--- config.mk ---
export PLATFORM = sky130hd
export DESIGN_NAME = lmem_window_dec
export DESIGN_NICKNAME = d
export VERILOG_FILES = /design/src/rtl/lmem_window_pkg.sv /design/src/rtl/lmem_window_ctrl.sv /design/src/rtl/lmem_window_dp.sv /design/src/rtl/lmem_window_dec.sv
export SDC_FILE = /design/constraint.sdc
export NUM_CORES = 1
export LEC_CHECK = 0
export ABC_AREA = 1
export BUFFER_PORTS_ARGS = -buffer_cell sky130_fd_sc_hd__buf_4
export CORE_UTILIZATION = 41
export DETAILED_ROUTE_END_ITERATION = 16
export PLACE_DENSITY_LB_ADDON = 0.05
export SETUP_SLACK_MARGIN = 0.02
export SYNTH_ARGS = -nofsm -noshare
export SYNTH_HDL_FRONTEND = slang
export SYNTH_SLANG_ARGS = --single-unit
export TNS_END_PERCENT = 10
--- constraint.sdc ---
create_clock -name clk -period 1.62 [get_ports clk]
set_clock_uncertainty 0.15 [all_clocks]
set_input_delay 0 -clock clk [delete_from_list [all_inputs] [get_ports clk]]
set_output_delay 0 -clock clk [all_outputs]
set_load 0.03 [all_outputs]
--- src/rtl/lmem_window_pkg.sv ---
package lmem_window_pkg;
  localparam int DATA_W    = 32;
  localparam int OFF_W     = 12;
  localparam int BASE_LSB  = 15;
  localparam int WIN_LSB   = 12;
  localparam int WP_BIT    = 8;
  localparam int N_CLASS   = 5;
  localparam int CLASS_W   = 3;
  localparam int MASK_LSB  = 1;
  localparam logic [DATA_W-1:0] WRITABLE = 32'hFFFF_813F;

  typedef struct packed {
    logic              load;
    logic [DATA_W-1:0] data;
  } regStrobe_t;
endpackage

--- src/rtl/lmem_window_ctrl.sv ---
module lmem_window_ctrl
  import lmem_window_pkg::*;
#(
  parameter logic [OFF_W-1:0] REG_OFFSET = 12'hC04
) (
  input  logic              cpuWrEn,
  input  logic [OFF_W-1:0]  cpuWrOff,
  input  logic [DATA_W-1:0] cpuWrData,
  input  logic              dbgWrEn,
  input  logic [DATA_W-1:0] dbgWrData,
  output regStrobe_t        strb
);
  logic cpuHit;

  assign cpuHit = cpuWrEn && (cpuWrOff == REG_OFFSET);

  always_comb begin
    strb.load = dbgWrEn || cpuHit;
    strb.data = dbgWrEn ? dbgWrData : cpuWrData;
  end

  always_comb begin
    AST_DBG_PRIORITY: assert (!dbgWrEn || strb.data == dbgWrData);
  end
endmodule

--- src/rtl/lmem_window_dp.sv ---
module lmem_window_dp
  import lmem_window_pkg::*;
(
  input  logic               clk,
  input  logic               rstN,
  input  regStrobe_t         strb,
  input  logic               accValid,
  input  logic [DATA_W-1:0]  accAddr,
  input  logic               accWrite,
  input  logic [CLASS_W-1:0] accClass,
  input  logic               accCacheable,
  output logic [DATA_W-1:0]  dbgRdData,
  output logic               sramSel,
  output logic               cacheSel,
  output logic               extSel,
  output logic               accessError
);
  localparam int BASE_W = DATA_W - BASE_LSB;
  localparam int GAP_W  = BASE_LSB - WIN_LSB;

  logic [BASE_W-1:0]  baseAddr;
  logic               writeProt;
  logic [N_CLASS-1:0] spaceMask;
  logic               winValid;
  logic               inWindow, classMasked, sramHit;

  always_ff @(posedge clk or negedge rstN) begin
    if (!rstN)          winValid <= 1'b0;
    else if (strb.load) winValid <= strb.data[0];
  end

  always_ff @(posedge clk) begin
    if (rstN && strb.load) begin
      baseAddr  <= strb.data[DATA_W-1:BASE_LSB];
      writeProt <= strb.data[WP_BIT];
      spaceMask <= strb.data[MASK_LSB +: N_CLASS];
    end
  end

  always_comb begin
    dbgRdData = '0;
    dbgRdData[DATA_W-1:BASE_LSB]     = baseAddr;
    dbgRdData[WP_BIT]                = writeProt;
    dbgRdData[MASK_LSB +: N_CLASS]   = spaceMask;
    dbgRdData[0]                     = winValid;
  end

  always_comb begin
    classMasked = 1'b0;
    for (int i = 0; i < N_CLASS; i++)
      if (accClass == CLASS_W'(i)) classMasked = spaceMask[i];
  end

  assign inWindow = winValid
                 && (accAddr[DATA_W-1:BASE_LSB] == baseAddr)
                 && (accAddr[BASE_LSB-1:WIN_LSB] == GAP_W'(0));
  assign sramHit  = inWindow && !classMasked;

  always_comb begin
    sramSel = 1'b0; cacheSel = 1'b0; extSel = 1'b0; accessError = 1'b0;
    if (accValid) begin
      if (sramHit && accWrite && writeProt) accessError = 1'b1;
      else if (sramHit)                     sramSel     = 1'b1;
      else if (accCacheable)                cacheSel    = 1'b1;
      else                                  extSel      = 1'b1;
    end
  end

  AST_ROUTE_ONEHOT: assert property (@(posedge clk) disable iff (!rstN)
    $onehot0({sramSel, cacheSel, extSel, accessError}));
  AST_IDLE_QUIET: assert property (@(posedge clk) disable iff (!rstN)
    !accValid |-> !(sramSel || cacheSel || extSel || accessError));
  AST_RSVD_ZERO: assert property (@(posedge clk) disable iff (!rstN)
    (dbgRdData & ~WRITABLE) == '0);
  AST_LOAD_TAKES: assert property (@(posedge clk) disable iff (!rstN)
    strb.load |=> dbgRdData == ($past(strb.data) & WRITABLE));
  AST_ERR_ON_WRITE: assert property (@(posedge clk) disable iff (!rstN)
    accessError |-> (accWrite && dbgRdData[WP_BIT] && dbgRdData[0]));
  AST_SRAM_NEEDS_EN: assert property (@(posedge clk) disable iff (!rstN)
    sramSel |-> dbgRdData[0]);
endmodule

--- src/rtl/lmem_window_dec.sv ---
module lmem_window_dec
  import lmem_window_pkg::*;
(
  input  logic        clk,
  input  logic        rstN,
  input  logic        cpuWrEn,
  input  logic [11:0] cpuWrOff,
  input  logic [31:0] cpuWrData,
  input  logic        dbgWrEn,
  input  logic [31:0] dbgWrData,
  output logic [31:0] dbgRdData,
  input  logic        accValid,
  input  logic [31:0] accAddr,
  input  logic        accWrite,
  input  logic [2:0]  accClass,
  input  logic        accCacheable,
  output logic        sramSel,
  output logic        cacheSel,
  output logic        extSel,
  output logic        accessError
);
  regStrobe_t strb;

  lmem_window_ctrl u_ctrl (
    .cpuWrEn(cpuWrEn), .cpuWrOff(cpuWrOff), .cpuWrData(cpuWrData),
    .dbgWrEn(dbgWrEn), .dbgWrData(dbgWrData), .strb(strb)
  );

  lmem_window_dp u_dp (
    .clk(clk), .rstN(rstN), .strb(strb),
    .accValid(accValid), .accAddr(accAddr), .accWrite(accWrite),
    .accClass(accClass), .accCacheable(accCacheable),
    .dbgRdData(dbgRdData), .sramSel(sramSel), .cacheSel(cacheSel),
    .extSel(extSel), .accessError(accessError)
  );
endmodule

* Word-level counts from Yosys, hierarchy flattened
Cells that the tools add are included.
** Word-level totals
- Register bits :: 24
- Latch bits :: 0
- Memory bits (writable) :: 0
- Bits in read-only memories :: 0
- Logic and storage cells :: 40
- Memories :: 0
** Cells by class
- $add $sub $neg :: 0
- Multiply operators :: 0
- Divide/modulo/power cells :: 0
- $lt $le $gt $ge :: 0
- Equal/unequal tests :: 6
- Shift operators :: 0
- Multiplexer cells :: 19
- Bitwise operators :: 0
- Reductions and logical operators :: 11
** Operator list (number)
- $mux 32 :: 1
- $mux 1 :: 18
- $eq 17x17->1 :: 1
- $eq 12x12->1 const B :: 1
- $logic_and 1x1->1 :: 7
- $eq 3x2->1 const B :: 2
- $logic_not 3->1 :: 2
- $eq 3x1->1 const B :: 1
- $eq 3x3->1 const B :: 1
- $logic_not 1->1 :: 1
- $logic_or 1x1->1 :: 1

* Longest topological paths before layout
Gate-level depths: netlist of the first run.
- Depth after elaboration :: 12
- Mapped depth :: 10

* Hierarchy
A second synthesis of the first run with hierarchy kept.
** Unflattened totals
- Cells, all modules :: 296
- Area, all modules :: 1946.9 µm²
** By module, submodules not included
- lmem_window_dp :: times used 1, cells an instance 179, area each 1405.1 µm²
- lmem_window_ctrl :: times used 1, cells an instance 117, area each 541.8 µm²

* Least setup slack after synthesis of the first run
Ideal clock, no wire load.
- Kind :: input to register
- Start :: input cpuWrOff[5]
- End :: register u_dp.baseAddr[0], enable pin
- Data arrival time :: 2.118 ns
- Path slack :: -1.087 ns
- Cell stages on the path :: 5
- Buffers on the path :: 0
- Path through :: nor2_1 > nand3b_1 > nor3_1 > nand3_1 > a21boi_0
** Between the ends
- Cells in the longest elaborated chain, start to end :: 4
** RTL lines
- from (decl) :: line lmem_window_dec.sv:7 : input logic [11:0] cpuWrOff,
- $eq 12x12->1 :: line lmem_window_ctrl.sv:15 : assign cpuHit = cpuWrEn && (cpuWrOff == REG_OFFSET);
- $logic_and 1x1->1 :: line lmem_window_ctrl.sv:15
- $logic_or 1x1->1 :: line lmem_window_ctrl.sv:18 : strb.load = dbgWrEn || cpuHit;
- $logic_and 1x1->1 :: line lmem_window_dp.sv:33 : if (rstN && strb.load) begin
- to (signal assigned) :: line lmem_window_dp.sv:34 : baseAddr <= strb.data[DATA_W-1:BASE_LSB];
- to (decl) :: line lmem_window_dp.sv:21 : logic [BASE_W-1:0] baseAddr;
Every way passes these cells.
A chain may end at the register's enable or synchronous reset.

* Final worst setup path of the first run
- Start :: register u_dp.baseAddr[8]
- End :: output sramSel
** Between the ends
- Cells in the longest elaborated chain, start to end :: 8
- Elaborated cells on any way between the ends :: 9
** RTL lines
- $eq 17x17->1 * :: line lmem_window_dp.sv:55 : && (accAddr[DATA_W-1:BASE_LSB] == baseAddr)
- $logic_and 1x1->1 * :: line lmem_window_dp.sv:55
- $logic_and 1x1->1 * :: line lmem_window_dp.sv:56 : && (accAddr[BASE_LSB-1:WIN_LSB] == GAP_W'(0));
- $logic_and 1x1->1 * :: line lmem_window_dp.sv:57 : assign sramHit = inWindow && !classMasked;
- $logic_and 1x1->1 (2 in series) :: line lmem_window_dp.sv:62 : if (sramHit && accWrite && writeProt) accessError = 1'b1;
- $mux 1 * :: line lmem_window_dp.sv:62
- $mux 1 * :: line lmem_window_dp.sv:61 : if (accValid) begin
- to (decl) :: line lmem_window_dec.sv:17 : output logic sramSel,
Mark *: on every way between the ends. The rest lies on a longest branch, timed or not.

==> summary.md, run 1 <==
| Metric | Value |
|---|---|
| CTS tree | `done` |
| Clk root buf | `clkbuf_8` |
| Die area | `0.004510 mm2` |
| Total Wirelength | `5.335 mm` |
| Layout area overhead | `86.92%` |
| Unrepaired setup endpoints after global routing | `true` |
| Grt ovf | `0` |
| # fillers | `290` |
| Post-synthesis compound-gate area fraction | `0.7189%` |
| Switching pwr | `0.5627 mW` |
| Hold Crit Class | `input pin to register` |
| Initial antenna violation count | `0` |
| Tcrit/Tclk final | `108.0%` |
| Via Count | `2,143` |
| Simple-gate portion of the synthesized area | `38.46%` |
| Cell count after synthesis | `266` |
| Largest family of logic cells by synthesized area | `simple AND/OR/NAND/NOR gates` |
| Die Width | `67.16 um` |
| Worst-path clk slew | `0.08 ns` |
| P_int | `1.302 mW` |
| Via density | `4.409` |
| Vias in the first global route | `2,027` |
| WP data arrival | `1.60 ns` |
| CP Class | `register to primary output` |
| Number of CTS-inserted buffers | `3` |
| Initial Util | `43.20%` |
| Largest stage delay, worst path | `0.42 ns` |
| CP delay by family, top | `simple AND/OR/NAND/NOR gates` |
| Reg power frac | `41.4%` |
| Largest net degree at the start of global routing | `25` |
| # setup viols final | `4` |
| Worst Setup Start Kind | `register` |
| Sequential element share of the synthesized area | `41.12%` |
| First-pass GRT wire length | `8.314 mm` |
| VDD IR max | `0.3221 mV` |
| Die height | `67.16 um` |
| Design Power | `1.864 mW` |
| Site Rows | `23` |
| Top cell type's share of synthesized area | `39.68%` |
| Worst-Skew Late Latency | `0.26 ns` |
| # port buffers | `117` |
| Pwr Density | `573.1 mW/mm2` |
| Antenna-violating nets left | `0` |
| Final Hold Fails | `0` |
| Synth Area in Adders | `0%` |
| Core ar. | `0.004029 mm2` |
| P_leak | `1.803 nW` |
| Clk sinks | `24` |
| First-pass DRT Iterations | `4` |
| Top cells by area, synth | `edfxtp_1 40%, nand2_1 29%, inv_1 9.1%` |
| Clk buf depth | `2` |
| Total GRT Usage | `24.32%` |
| Critical path data required time | `1.47 ns` |
| Period minus WS final | `1.749 ns` |
| Clk network pwr share | `19.3%` |
| Switching Fraction | `30.18%` |
| Most common cell after layout, fill and taps aside | `nand2_1` |
| WL/cell | `10.98 um` |
| I/O pin total | `154` |
| H-tree Lvls | `1` |
| #FFs+latches synth | `24` |
| Max-slew violation count | `0` |
| Post-route DRC violation count | `0` |
| ANT cells | `0` |
| Placed instance count | `429` |
| Worst Setup Slack, final | `-0.1295 ns` |
| Synth warn | `0` |
| CP max FO | `3` |
| Failing checks | `negative setup slack` |
| Mux cell area share after synthesis | `0%` |
| Most frequent cells in the layout | `134 x nand2_1, 123 x buf_4, 50 x dlygate4sd3_1, 41 x inv_1, 23 x edfxtp_1` |
| Post-Synth XOR/XNOR Area | `4.529%` |
| Kind of end point of the critical path | `primary output` |
| Initial DRC count | `70` |
| Buf/Inv on CP | `2` |
| CP dominant cell by count | `nand2_1` |
| Synth Area per Inst | `6.543 um2` |
| Slowest cell on crit path | `edfxtp_1` |
| Outcome | `complete, but fails checks` |
| Netlist cell types | `21` |
| Final #Nets | `555` |
| Cell accounting for the most synthesized area | `edfxtp_1` |
| Layout cells sized above 1 | `30.96%` |
| Fmax | `571.6 MHz` |
| Gpl congestion | `0.7226` |
| DP HPWL | `3.659 mm` |
| Max_cap viols | `0` |
| Layout Cells excl Fill | `486` |
| Synthesized area | `0.001740 mm2` |
| Crit path cell chain | `nand2_1 > nand2_1 > inv_1 > nand2_1 > nor2_1 > nand2_1 > nor2_1 > nand3_1 > nor2_1 > buf_4` |
| Logic pwr share | `39.4%` |
## flip-flops by register name, indices dropped and copies added, names as in the netlist
signal / count
u_dp.baseAddr: 17
u_dp.spaceMask: 5
u_dp.winValid: 1
u_dp.writeProt: 1
## per-layer routing
metal / wire [um] / GRT usage (%) / vias to the layer above / share of wire [%]
met1: 1946 / 25.74 / 931 / 36
met2: 2912 / 47.63 / 88 / 55
met3: 370 / 3.885 / 10 / 6.9
li1: - / - / 1114 / -
met5: 0 / 0 / - / 0
met4: 106 / 8.511 / 0 / 2.0
## path summary, 6_finish.rpt
check	start	endpoint	slack, ns	cells after the start
max in group asynchronous	rstN	u_dp.winValid$_DFFE_PN0N_	0.80	3
min reg2reg	u_dp.winValid$_DFFE_PN0N_	u_dp.winValid$_DFFE_PN0N_	0.42	2
max	u_dp.baseAddr[8]$_DFFE_PP_	sramSel	-0.13	10
max reg2reg	u_dp.winValid$_DFFE_PN0N_	u_dp.winValid$_DFFE_PN0N_	0.82	2
min in group asynchronous	rstN	u_dp.winValid$_DFFE_PN0N_	0.42	3
min	cpuWrOff[0]	u_dp.winValid$_DFFE_PN0N_	0.05	5
## repair_timing
item | 4_1_cts | 5_1_grt
endpoints found under the setup margin | 4 | 4
setup buffers | 1 | 2
hold buffers | 50 | 0
pin swaps | 6 | 0
hold endpoints to repair | 25 | 0
gates resized for setup | 5 | 2
gates cloned | 0 | 0
## synth_stat cells
cell / instances
nand2_1: 136
inv_1: 42
edfxtp_1: 23
nor2_1: 23
buf_4: 10
nand3_1: 7
xnor2_1: 6
buf_2: 4
xor2_1: 3
a21boi_0: 1
and3_1: 1
clkbuf_1: 1
clkinv_1: 1
conb_1: 1
dfrtp_1: 1
nand3b_1: 1
nand4_1: 1
nor2_2: 1
nor3_1: 1
nor4_1: 1
o21ai_0: 1
## worst register-to-register path, cell delays in order (launching register included)
cell and delay, ns:
dfrtp_1 0.41, nand3_1 0.09, nand2_1 0.05
## logic make-up after synthesis
group,count (synthesis)
simple gates,172
buf+inv,58
flops,24
xor+xnor,9
compound gates,2
other cells,1
## cell type report
class,count,area (um2),area share [%]
Inverter,43,161.4,4.962
Timing Repair Buffer,174,1444,44.38
Clock buffer,4,45.04,1.385
Tap cell,50,62.56,1.923
Sequential cell,24,715.7,22.00
Multi-Input combinational cell,191,824.5,25.35
## power groups by stage
stage / logic, mW / clock network, mW / registers [mW]
finish: 0.734 / 0.359 / 0.771
global route: 0.799 / 0.392 / 0.777
CTS: 0.718 / 0.369 / 0.771
detailed placement: 0.594 / 0 / 0.783
global placement: 0.585 / 0 / 0.781
floorplan: 0.243 / 0 / 0.862
## stage by stage
stage | utilization, % | hold WS (ns) | worst slack [ns] | instance area, um2 | setup TNS [ns]
2_1_floorplan | - | -0.4456 | -0.06081 | 1778 | -0.1216
3_3_place_gp | 66.09 | -0.3669 | 0.1050 | 2663 | 0
3_5_place_dp | 66.09 | -0.3662 | 0.09081 | 2663 | 0
4_1_cts | 80.31 | 0.04813 | -0.1355 | 3236 | -0.4185
5_1_grt | 80.75 | 0.08676 | -0.2501 | 3253 | -0.8922
6_report | 80.75 | 0.05251 | -0.1295 | 3253 | -0.4143
(Power assumes the default switching activity.)
==> run 2, diff against run 1 <==
--- a/config.mk
+++ b/config.mk
@@ -11,6 +11,7 @@
 export DETAILED_ROUTE_END_ITERATION = 16
 export PLACE_DENSITY_LB_ADDON = 0.05
 export SETUP_SLACK_MARGIN = 0.02
+export SKIP_CTS_REPAIR_TIMING = 1
 export SYNTH_ARGS = -nofsm -noshare
 export SYNTH_HDL_FRONTEND = slang
 export SYNTH_SLANG_ARGS = --single-unit
==> summary.md, run 2 (synthesis gave the netlist of run 1 again) <==
| Metric | Value |
|---|---|
| Outcome | `complete, but fails checks` |
| Failing checks | `negative setup slack` |
| CP delay by family, top | `simple AND/OR/NAND/NOR gates` |
| Via Count | `2,160` |
| Design Power | `1.873 mW` |
| Initial antenna violation count | `0` |
| Clk root buf | `clkbuf_8` |
| Pwr Density | `574.9 mW/mm2` |
| Gpl congestion | `0.7226` |
| # setup viols final | `4` |
| Largest regs | `u_dp.baseAddr x17, u_dp.spaceMask x5` |
| Most frequent cells in the layout | `135 x nand2_1, 124 x buf_4, 50 x dlygate4sd3_1, 41 x inv_1, 23 x edfxtp_1` |
| # fillers | `279` |
| H-tree Lvls | `1` |
| Worst-path clk slew | `0.08 ns` |
| Total GRT Usage | `20.49%` |
| VDD IR max | `0.3399 mV` |
| Final #Nets | `556` |
| CP max FO | `2` |
| Largest stage delay, worst path | `0.42 ns` |
| Clk sinks | `24` |
| Max-slew violation count | `0` |
| Unrepaired setup endpoints after global routing | `true` |
| Die area | `0.004510 mm2` |
| Worst Setup Slack, final | `-0.1642 ns` |
| Initial DRC count | `83` |
| Worst-Skew Late Latency | `0.26 ns` |
| P_leak | `1.807 nW` |
| Kind of end point of the critical path | `primary output` |
| Period minus WS final | `1.784 ns` |
| Tcrit/Tclk final | `110.1%` |
| Largest net degree at the start of global routing | `25` |
| Crit path cell chain | `buf_4 > xor2_1 > nor2_1 > nand2_1 > nor2_1 > nand3_1 > nand2_1 > nor2_1 > buf_4` |
| Max_cap viols | `0` |
| Final Hold Fails | `0` |
| CP dominant cell by count | `nor2_1` |
| Clk buf depth | `2` |
| I/O pin total | `154` |
| ANT cells | `0` |
| Die height | `67.16 um` |
| Via density | `4.435` |
| First-pass GRT wire length | `6.969 mm` |
| Antenna-violating nets left | `0` |
| Site Rows | `23` |
| Buf/Inv on CP | `2` |
| Vias in the first global route | `1,700` |
| Biggest register | `u_dp.baseAddr` |
| Fmax | `560.5 MHz` |
| Die Width | `67.16 um` |
| WL/cell | `11.24 um` |
| Layout area overhead | `87.20%` |
| Utilization after layout | `80.87%` |
| Register Area | `715.7 um2` |
| Final setup TNS | `-0.6456 ns` |
| CTS tree | `done` |
| Total Wirelength | `5.476 mm` |
| Max reg flops | `17` |
| Hold Crit Class | `input pin to register` |
| Grt ovf | `0` |
| Post-route DRC violation count | `0` |
| Initial Util | `43.20%` |
| Worst Setup Start Kind | `register` |
| Core ar. | `0.004029 mm2` |
| DP HPWL | `3.659 mm` |
| Number of CTS-inserted buffers | `3` |
| Most common cell after layout, fill and taps aside | `nand2_1` |
| CP Class | `register to primary output` |
| Slowest cell on crit path | `edfxtp_1` |
| # port buffers | `117` |
| First-pass DRT Iterations | `4` |
| Footprint of the multi-input gates | `822.0 um2` |
| Layout cells sized above 1 | `30.89%` |
| Critical path data required time | `1.47 ns` |
| WP data arrival | `1.63 ns` |
-- run 2: changes by cell type in the layout (fill, tap and decap cells not counted), sizes merged --
cell,delta
buf,+1
-- run 2: through the flow --
step	std cells	setup WS (ns)	hold WS (ns)	area, um2
final	487	-0.1642	0.03558	3258
after floorplan	273	-0.06081	-0.4456	1778
after CTS	433	-0.2061	-0.6551	2708
after detailed placement	429	0.09081	-0.3662	2663
after global placement	429	0.1050	-0.3669	2663
after global routing	487	-0.2706	0.06466	3258
-- run 2: cell type report --
| cell class | count | area share [%] |
|---|---|---|
| multi-input cells | 191 | 25.23 |
| flip-flops and latches | 24 | 21.97 |
| inverters | 43 | 4.954 |
| well taps | 50 | 1.920 |
| repair buffers | 175 | 44.55 |
| clock buffers | 4 | 1.382 |
-- run 2: worst paths after layout --
check,from,endpoint,slack [ns],cells after the start
max,u_dp.baseAddr[1]$_DFFE_PP_,cacheSel,-0.16,9
min,cpuWrOff[0],u_dp.winValid$_DFFE_PN0N_,0.04,5
max reg2reg,u_dp.winValid$_DFFE_PN0N_,u_dp.winValid$_DFFE_PN0N_,0.82,2
min reg2reg,u_dp.winValid$_DFFE_PN0N_,u_dp.winValid$_DFFE_PN0N_,0.41,2
max in group asynchronous,rstN,u_dp.winValid$_DFFE_PN0N_,0.79,3
min in group asynchronous,rstN,u_dp.winValid$_DFFE_PN0N_,0.43,3
-- run 2: report_power, final --
group | internal (mW) | switching (mW)
clock | 0.176 | 0.190
combinational | 0.391 | 0.346
sequential | 0.737 | 0.0336
-- run 2: worst min-delay path: cells and delay by family --
family / cells / cell delay (ns)
AND/OR/NAND/NOR: 4 / 0.34
buffers and inverters: 1 / 0.08
-- run 2: metal layers --
layer	GRT usage (%)	vias up	routed length (um)
met1	23.54	950	2027
met3	3.885	10	347
met4	6.649	0	117
li1	-	1113	-
met2	37.75	87	2983
met5	0	-	0
